===== src/rtl/flash_erase_prog_seq.sv =====
module flash_erase_prog_seq #(
  parameter int SCK_DIV        = 2,
  parameter int TIMEOUT_CYCLES = 100000,
  parameter int PAGE_W         = 10,
  parameter int OFS_W          = 9
) (
  input  logic              clk,
  input  logic              rst_n,
  input  logic              req_valid,
  output logic              req_ready,
  input  logic [1:0]        req_cmd,
  input  logic [PAGE_W-1:0] req_page,
  input  logic              req_buf,
  input  logic [OFS_W-1:0]  req_offset,
  input  logic              dat_valid,
  output logic              dat_ready,
  input  logic [7:0]        dat_byte,
  input  logic              dat_last,
  output logic              spi_sck,
  output logic              spi_cs_n,
  output logic              spi_mosi,
  input  logic              flash_busy,
  output logic              done,
  output logic              timeout_err
);
  localparam int FRAME_W = 8 + 5 + PAGE_W + OFS_W + 1;
  localparam int BC_W    = $clog2(FRAME_W + 1);
  localparam int DIV_W   = $clog2(SCK_DIV + 1);
  localparam int TO_W    = $clog2(TIMEOUT_CYCLES + 1);

  typedef enum logic [2:0] {S_IDLE, S_SHIFT, S_DATA, S_COMMIT, S_BUSY} state_t;

  state_t             state;
  logic [FRAME_W-1:0] sreg, frame;
  logic [BC_W-1:0]    bits_left, frame_len;
  logic [DIV_W-1:0]   div_cnt;
  logic [TO_W-1:0]    tmr;
  logic               prog_q, data_ph, last_q;
  logic               sck_q, cs_q, done_q, err_q;

  wire tick = (div_cnt == DIV_W'(SCK_DIV - 1));
  wire [7:0] prog_op = req_buf ? 8'h85 : 8'h82;

  always_comb begin
    if (req_cmd[1]) begin
      frame     = {prog_op, 5'b0, req_page, req_offset, 1'b0};
      frame_len = BC_W'(FRAME_W);
    end else if (req_cmd[0]) begin
      frame     = {8'h50, 5'b0, req_page[PAGE_W-1:3], {(OFS_W + 4){1'b0}}};
      frame_len = BC_W'(FRAME_W - 1);
    end else begin
      frame     = {8'h81, 5'b0, req_page, {(OFS_W + 1){1'b0}}};
      frame_len = BC_W'(FRAME_W - 1);
    end
  end

  assign req_ready   = (state == S_IDLE);
  assign dat_ready   = (state == S_DATA);
  assign spi_sck     = sck_q;
  assign spi_cs_n    = cs_q;
  assign spi_mosi    = sreg[FRAME_W-1];
  assign done        = done_q;
  assign timeout_err = err_q;

  always_ff @(posedge clk or negedge rst_n) begin
    if (!rst_n) begin
      state     <= S_IDLE;
      sreg      <= '0;
      bits_left <= '0;
      div_cnt   <= '0;
      tmr       <= '0;
      prog_q    <= 1'b0;
      data_ph   <= 1'b0;
      last_q    <= 1'b0;
      sck_q     <= 1'b0;
      cs_q      <= 1'b1;
      done_q    <= 1'b0;
      err_q     <= 1'b0;
    end else begin
      done_q <= 1'b0;
      err_q  <= 1'b0;
      case (state)
        S_IDLE: if (req_valid) begin
          sreg      <= frame;
          bits_left <= frame_len;
          prog_q    <= req_cmd[1];
          data_ph   <= 1'b0;
          last_q    <= 1'b0;
          cs_q      <= 1'b0;
          div_cnt   <= '0;
          state     <= S_SHIFT;
        end
        S_SHIFT: if (tick) begin
          div_cnt <= '0;
          sck_q   <= ~sck_q;
          if (sck_q) begin
            bits_left <= bits_left - BC_W'(1);
            if (bits_left == BC_W'(1))
              state <= (prog_q && !(data_ph && last_q)) ? S_DATA : S_COMMIT;
            else
              sreg <= sreg << 1;
          end
        end else begin
          div_cnt <= div_cnt + DIV_W'(1);
        end
        S_DATA: if (dat_valid) begin
          sreg      <= {dat_byte, {(FRAME_W - 8){1'b0}}};
          bits_left <= BC_W'(8);
          last_q    <= dat_last;
          data_ph   <= 1'b1;
          div_cnt   <= '0;
          state     <= S_SHIFT;
        end
        S_COMMIT: if (tick) begin
          cs_q    <= 1'b1;
          div_cnt <= '0;
          tmr     <= '0;
          state   <= S_BUSY;
        end else begin
          div_cnt <= div_cnt + DIV_W'(1);
        end
        S_BUSY: if (!flash_busy) begin
          done_q <= 1'b1;
          state  <= S_IDLE;
        end else if (tmr == TO_W'(TIMEOUT_CYCLES - 1)) begin
          err_q <= 1'b1;
          state <= S_IDLE;
        end else begin
          tmr <= tmr + TO_W'(1);
        end
        default: state <= S_IDLE;
      endcase
    end
  end

  assert_sck_idle_low_R5: assert property (@(posedge clk) disable iff (!rst_n)
    spi_cs_n |-> !spi_sck);
  assert_mosi_stable_R5: assert property (@(posedge clk) disable iff (!rst_n)
    (spi_sck && $past(spi_sck)) |-> $stable(spi_mosi));
  assert_data_in_frame_R6: assert property (@(posedge clk) disable iff (!rst_n)
    dat_ready |-> (!spi_cs_n && !spi_sck));
  assert_accept_drops_ready_R8: assert property (@(posedge clk) disable iff (!rst_n)
    (req_valid && req_ready) |=> (!req_ready && !spi_cs_n));
  assert_done_after_idle_busy_R9: assert property (@(posedge clk) disable iff (!rst_n)
    done |-> (!$past(flash_busy) && spi_cs_n));
  assert_done_err_exclusive_R10: assert property (@(posedge clk) disable iff (!rst_n)
    !(done && timeout_err));
endmodule


===== config.mk =====
export PLATFORM = sky130hd
export DESIGN_NAME = flash_erase_prog_seq
export DESIGN_NICKNAME = d
export VERILOG_FILES = /design/src/rtl/flash_erase_prog_seq.sv
export SDC_FILE = /design/constraint.sdc
export NUM_CORES = 1
export LEC_CHECK = 0
export ABC_CLOCK_PERIOD_IN_PS = 3630
export CAP_MARGIN = 20
export CELL_PAD_IN_SITES_DETAIL_PLACEMENT = 1
export CELL_PAD_IN_SITES_GLOBAL_PLACEMENT = 1
export CORE_AREA = 2 2 79 100
export CTS_CLUSTER_SIZE = 25
export DETAILED_ROUTE_END_ITERATION = 16
export DIE_AREA = 0 0 81 102
export GPL_ROUTABILITY_DRIVEN = 0
export GPL_TIMING_DRIVEN = 1
export PLACE_DENSITY_LB_ADDON = 0.1
export SETUP_SLACK_MARGIN = 0.2
export SYNTH_ARGS = -nofsm -noshare
export SYNTH_HDL_FRONTEND = slang
export SYNTH_SLANG_ARGS = --single-unit

===== constraint.sdc =====
create_clock -name clk -period 3.63 [get_ports clk]
set_clock_uncertainty 0.15 [all_clocks]
set_input_delay 0.363 -clock clk [delete_from_list [all_inputs] [get_ports clk]]
set_output_delay 0.363 -clock clk [all_outputs]
set_load 0.02 [all_outputs]

==> out/qor.yml, run 1 <==
floorplan:
  coreArea_sq_mm: 0.00727
  dieArea_sq_mm: 0.00826
  io_pins: 43
  start_util: 0.450
  row_count: 35
  die_h_um: 102
  chipWidth_um: 81
final_layout:
  utilization: 0.546
  syn_to_final_growth_pct: 21.2
  layout.nets: 424
  design_area_sq_mm: 0.00397
  antenna_cells: 0
  drive_gt1_frac: 0.100
sta:
  finalWorstSetupSlack_ps: 593
  fmax_mhz: 329
  finalCriticalPeriod_ps: 3040
  setup_viol: 0
  fin_crit_sh: 0.837
  finalSetupTns_ps: 0
  relSlewSlack: 0.456
  slew_violations: 0
  worst_slew_pin_slew_ps: 812
  rsz0062_at_grt: "no"
  hold_violations: 0
yosys:
  synth_largest_area_cell: "dfrtp_1"
  synth_edf_count: 0
  ys.flop_type: "dfrtp_1"
  synthTopCellsByArea: "dfrtp_1 (50%), nor2_1 (5.6%), a21oi_1 (5.0%), a22oi_1 (4.8%), xor2_1 (2.7%)"
  mappedNetlistArea_sq_mm: 0.00327
  synth.top_cell.area_share: 0.505
  yosys_warnings: 0
  post_synth.cell_area_avg_sq_um: 9.54
  synth_nets: 382
  synth_cells: 343
  yosys_register_bits: 67
  ys_seq_area_frac: 0.513
  async_reset_ff_frac: 1.00
  synth.distinct_cells: 56
drt:
  drt_iter0_drc: 125
  wl_mm: 7.98
  routedWlPerCell_um: 16.6
  drc: 0
  dr.pass1.iters: 4
  antenna_left: 0
  vias: 2730
  viasPerCell: 5.68
clock_network:
  post_cts_resized: 0
  insertion_delay_ps: 350
  clockRootBuffer: "clkbuf_8"
  numCtsBuffers: 9
  cts_max_level: 3
  clk_pin_slew_worst_paths_ps: 60
  cts_buffer_depth: 2
  cts_sinks: 67
  tritoncts: "built"
worst_setup_path:
  crit_type: "reg2out"
  crit_path_start_kind: "register"
  critPathRequiredTime_ps: 3120
  cp_data_arrival_time_ps: 2520
  endpoint_kind: "output port"
  critPathMaxFanout: 14
global_route:
  grt_pass1_vias: 2823
  grt_max_degree: 65
  overflow: 0
  grt_usage: 0.214
  grt_antenna_before_repair: 0
  grt_pass1_wl_mm: 13.5
power:
  power_leakage_nw: 1.68
  finalPower_mw: 3.21
  vdd_drop_max_mv: 0.423
  p_per_area_mw_per_mm2: 808
place:
  placed_cell_area_sq_mm: 0.00377
  port_buffers: 42
  dp_slack_ps: 968
  hpwl_mm: 5.30
worst_hold_path:
  hp-class: "reg2reg"
run:
  maxCapViolations: 0
status:
  status: "finished clean"
-- where the power goes --
| group | internal, mW | switching (mW) | total [mW] |
|---|---|---|---|
| clock network | 0.308 | 0.291 | 0.600 |
| logic | 0.561 | 0.826 | 1.39 |
| registers | 1.02 | 0.200 | 1.22 |
-- cell usage in the layout, fill, tap and decap left out, types with 4 or more instances in the layout --
cell type	Yosys	layout
inv_1	16	16
o21ai_1	4	4
a21oi_1	33	33
clkdlybuf4s50_1	0	41
clkinv_2	0	4
buf_4	0	4
xor2_1	10	10
nor2_1	49	49
clkbuf_8	0	9
nand4_1	9	9
a22oi_1	21	21
nor3_1	5	5
a31oi_1	4	4
dfrtp_1	66	66
nand2_1	17	17
nand2b_1	5	5
nand3_1	16	16
a221oi_1	4	4
o21ai_0	12	12
-- flip-flops by register name, indices dropped and copies added, names as in the netlist --
name         count
div_cnt          2
spi_cs_n         1
tmr             17
data_ph          1
last_q           1
spi_sck          1
sreg            32
timeout_err      1
state            3
done             1
bits_left        6
prog_q           1
-- cells in the mapped netlist (all sizes together) (3+ instances only) --
| cell type | count |
|---|---|
| a211oi | 3 |
| a21oi | 33 |
| a221oi | 4 |
| a22oi | 21 |
| a31oi | 4 |
| and2 | 3 |
| and3 | 4 |
| buf | 9 |
| clkbuf | 8 |
| dfrtp | 66 |
| ha | 3 |
| inv | 16 |
| nand2 | 17 |
| nand2b | 5 |
| nand3 | 16 |
| nand4 | 9 |
| nor2 | 49 |
| nor3 | 6 |
| o211ai | 3 |
| o21ai | 17 |
| or4 | 5 |
| xor2 | 10 |
-- logic make-up after synthesis --
kind of cell               Yosys count  share of synthesized area
buffers and inverters               33                     0.0424
DFF                                 67                      0.513
and+or+nand+nor                    128                      0.199
xor gates and xnor gates            12                     0.0321
AOI/OAI and AO/OA                   98                      0.196
adders and majority gates            3                     0.0115
muxes                                2                    0.00650
-- worst paths after layout --
path / to / slack, ps / cells past startpoint / from
min in group asynchronous: last_q / 390 / 2 / rst_n
max in group asynchronous: div_cnt[0] / 1970 / 3 / rst_n
max: dat_ready / 590 / 3 / state[1]
min: spi_cs_n / 310 / 2 / spi_cs_n
max reg2reg: tmr[5] / 1000 / 6 / tmr[0]
min reg2reg: spi_cs_n / 310 / 2 / spi_cs_n
-- routing by layer --
layer / track usage / wire length [um] / vias up / share of wire
li1: - / - / 1314 / -
met1: 0.275 / 3650 / 1355 / 0.46
met2: 0.348 / 3910 / 48 / 0.49
met3: 0.0451 / 254 / 13 / 0.032
met4: 0.0939 / 157 / 0 / 0.020
met5: 0 / 0 / - / 0
-- metrics by stage --
stage | std cells | hold slack, ps
2_1_floorplan | 343 | -82.6
3_3_place_gp | 464 | 238
3_5_place_dp | 464 | 235
4_1_cts | 480 | 319
5_1_grt | 481 | 353
6_report | 481 | 315
-- worst max-delay path, stage by stage (launching register included) --
cell             delay (ps)
dfrtp_1                 630
nor3b_2                 620
buf_4                   300
clkdlybuf4s50_1         620
-- area by class of cell --
type,instances,area (sq um)
Fill cell,853,3300
Sequential cell,67,1680
Multi-Input combinational cell,243,1470
Timing Repair Buffer,48,463
Clock buffer,9,124
Tap cell,92,115
Inverter,16,60.1
Clock inverter,6,57.6
-- what timing repair did --
action,in CTS,in global routing
setup buffers,0,0
hold buffers,1,0
hold endpoints to repair,23,0
(Power assumes the default switching activity.)
==> run 2, diff against run 1 <==
--- a/config.mk
+++ b/config.mk
@@ -5,14 +5,14 @@
 export SDC_FILE = /design/constraint.sdc
 export NUM_CORES = 1
 export LEC_CHECK = 0
-export ABC_CLOCK_PERIOD_IN_PS = 3630
+export ABC_CLOCK_PERIOD_IN_PS = 2600
 export CAP_MARGIN = 20
 export CELL_PAD_IN_SITES_DETAIL_PLACEMENT = 1
 export CELL_PAD_IN_SITES_GLOBAL_PLACEMENT = 1
-export CORE_AREA = 2 2 79 100
+export CORE_AREA = 2 2 87 109
 export CTS_CLUSTER_SIZE = 25
 export DETAILED_ROUTE_END_ITERATION = 16
-export DIE_AREA = 0 0 81 102
+export DIE_AREA = 0 0 89 111
 export GPL_ROUTABILITY_DRIVEN = 0
 export GPL_TIMING_DRIVEN = 1
 export PLACE_DENSITY_LB_ADDON = 0.1
==> constraint.sdc (replaced) <==
create_clock -name clk -period 2.6 [get_ports clk]
set_clock_uncertainty 0.15 [all_clocks]
set_input_delay 0.26 -clock clk [delete_from_list [all_inputs] [get_ports clk]]
set_output_delay 0.26 -clock clk [all_outputs]
set_load 0.02 [all_outputs]
==> out/qor.yml, run 2 (synthesis results as in run 1) <==
floorplan:
  die_h_um: 111
  dieArea_sq_mm: 0.00988
  row_count: 39
  coreArea_sq_mm: 0.00898
  io_pins: 43
  chipWidth_um: 89
  start_util: 0.365
worst_setup_path:
  worst-r2r-setup-slack_ps: 310
  crit_end: "tmr[0]"
  path_cells: "or4_1 -> or4_4 -> o31ai_4 -> buf_4 -> nor3_2 -> a21o_1"
  setup.worst_path.start: "tmr[11]"
  cp_data_arrival_time_ps: 2360
  slowest_stage: "or4_1"
  slowest_delay_ps: 520
  crit_path_start_kind: "register"
  r2r-start: "tmr[11]"
  critPathRequiredTime_ps: 2670
  endpoint_kind: "register"
  reg2reg_to: "tmr[0]"
  critPathMaxFanout: 9
  crit_type: "reg2reg"
  ff2ff_path_depth: 6
sta:
  relSlewSlack: 0.562
  rsz0062_at_grt: "no"
  hold_violations: 0
  setup_viol: 0
  finalCriticalPeriod_ps: 2290
  worst_slew_pin_slew_ps: 654
  fin_crit_sh: 0.881
  finalSetupTns_ps: 0
  fmax_mhz: 437
  slew_violations: 0
drt:
  routedWlPerCell_um: 16.4
  dr.pass1.iters: 4
  wl_mm: 8.59
  viasPerCell: 5.31
  drt_iter0_drc: 87
  vias: 2790
  antenna_left: 0
  drc: 0
final_layout:
  syn_to_final_growth_pct: 30.3
  layout.nets: 436
  design_area_sq_mm: 0.00427
  antenna_cells: 0
  layout_common_cells: "dfrtp_1 (64), nor2_1 (49), clkdlybuf4s50_1 (39)"
  utilization: 0.475
  final_common_cell: "dfrtp_1"
  regMostFlops: "sreg"
  top_regs: "sreg x32, tmr x17, bits_left x6"
  largest_reg_flops: 32
  drive_gt1_frac: 0.134
place:
  port_buffers: 42
  placed_cell_area_sq_mm: 0.00393
  hpwl_mm: 5.76
power:
  power_leakage_nw: 1.81
  vdd_drop_max_mv: 0.544
  p_per_area_mw_per_mm2: 1180
  finalPower_mw: 5.05
clock_network:
  clockRootBuffer: "clkbuf_16"
  insertion_delay_ps: 330
  clk_pin_slew_worst_paths_ps: 60
  cts_buffer_depth: 2
  tritoncts: "built"
  cts_sinks: 67
  cts_max_level: 3
  numCtsBuffers: 9
global_route:
  overflow: 0
  grt_pass1_vias: 3046
  grt_usage: 0.190
  grt_pass1_wl_mm: 14.5
  grt_antenna_before_repair: 0
  grt_max_degree: 68
worst_hold_path:
  hp-class: "reg2reg"
run:
  maxCapViolations: 0
status:
  status: "finished clean"
-- run 2: cell count changes in the layout (fill, tap and decap cells not counted), sizes merged --
cell,change
clkdlybuf4s50,-2
buf,+13
dlygate4sd2,+2
clkinvlp,+3
clkinv,-3
-- run 2: routing by layer --
metal | track usage | vias up | share of wire
met5 | 0 | - | 0
met3 | 0.0566 | 10 | 0.030
met1 | 0.227 | 1385 | 0.44
met2 | 0.324 | 48 | 0.51
li1 | - | 1347 | -
met4 | 0.0537 | 0 | 0.013
-- run 2: area by class of cell --
| type | instances | area [sq um] |
|---|---|---|
| clock buffers | 10 | 239 |
| multi-input cells | 243 | 1480 |
| flip-flops and latches | 67 | 1680 |
| well taps | 123 | 154 |
| inverters | 16 | 60.1 |
| fillers | 1033 | 4710 |
| repair buffers | 60 | 588 |
| clock inverters | 6 | 65.1 |
-- run 2: how the worst min path moves through the flow --
stage	from	end	slack [ps]	cells after the start
6_report	spi_cs_n	spi_cs_n	320	2
5_1_grt	spi_cs_n	spi_cs_n	350	2
4_1_cts	spi_cs_n	spi_cs_n	330	2
3_5_place_dp	rst_n	data_ph	170	2
3_3_place_gp	rst_n	last_q	170	2
2_1_floorplan	rst_n	bits_left[0]	-190	0
-- run 2: per-stage QoR --
step	setup slack (ps)	std cells	hold WS [ps]
2_1_floorplan	342	343	-186
3_3_place_gp	289	507	167
3_5_place_dp	212	507	170
4_1_cts	242	525	326
5_1_grt	247	525	353
6_report	310	525	319
-- run 2: power by group --
part	switching [mW]	leakage (nW)	internal [mW]	total (mW)
Sequential	0.260	0.829	1.43	1.69
Clock	0.465	0.137	0.766	1.23
Combinational	1.21	0.841	0.915	2.13
Total	1.94	1.81	3.11	5.05
-- run 2: worst max-delay path: cells and delay by family, from the launching register on --
| kind | cells | cell delay, ps |
|---|---|---|
| buffers and inverters | 1 | 200 |
| AND/OR/NAND/NOR | 3 | 1010 |
| AO/OA/AOI/OAI | 2 | 420 |
| flip-flops | 1 | 400 |
-- run 2: repair_timing --
action,4_1_cts,5_1_grt
gates resized for setup,5,1
setup endpoints to repair,3,4
pin swaps,0,0
buffers inserted,1,0
hold buffers,1,0
endpoints found under the hold margin,66,0
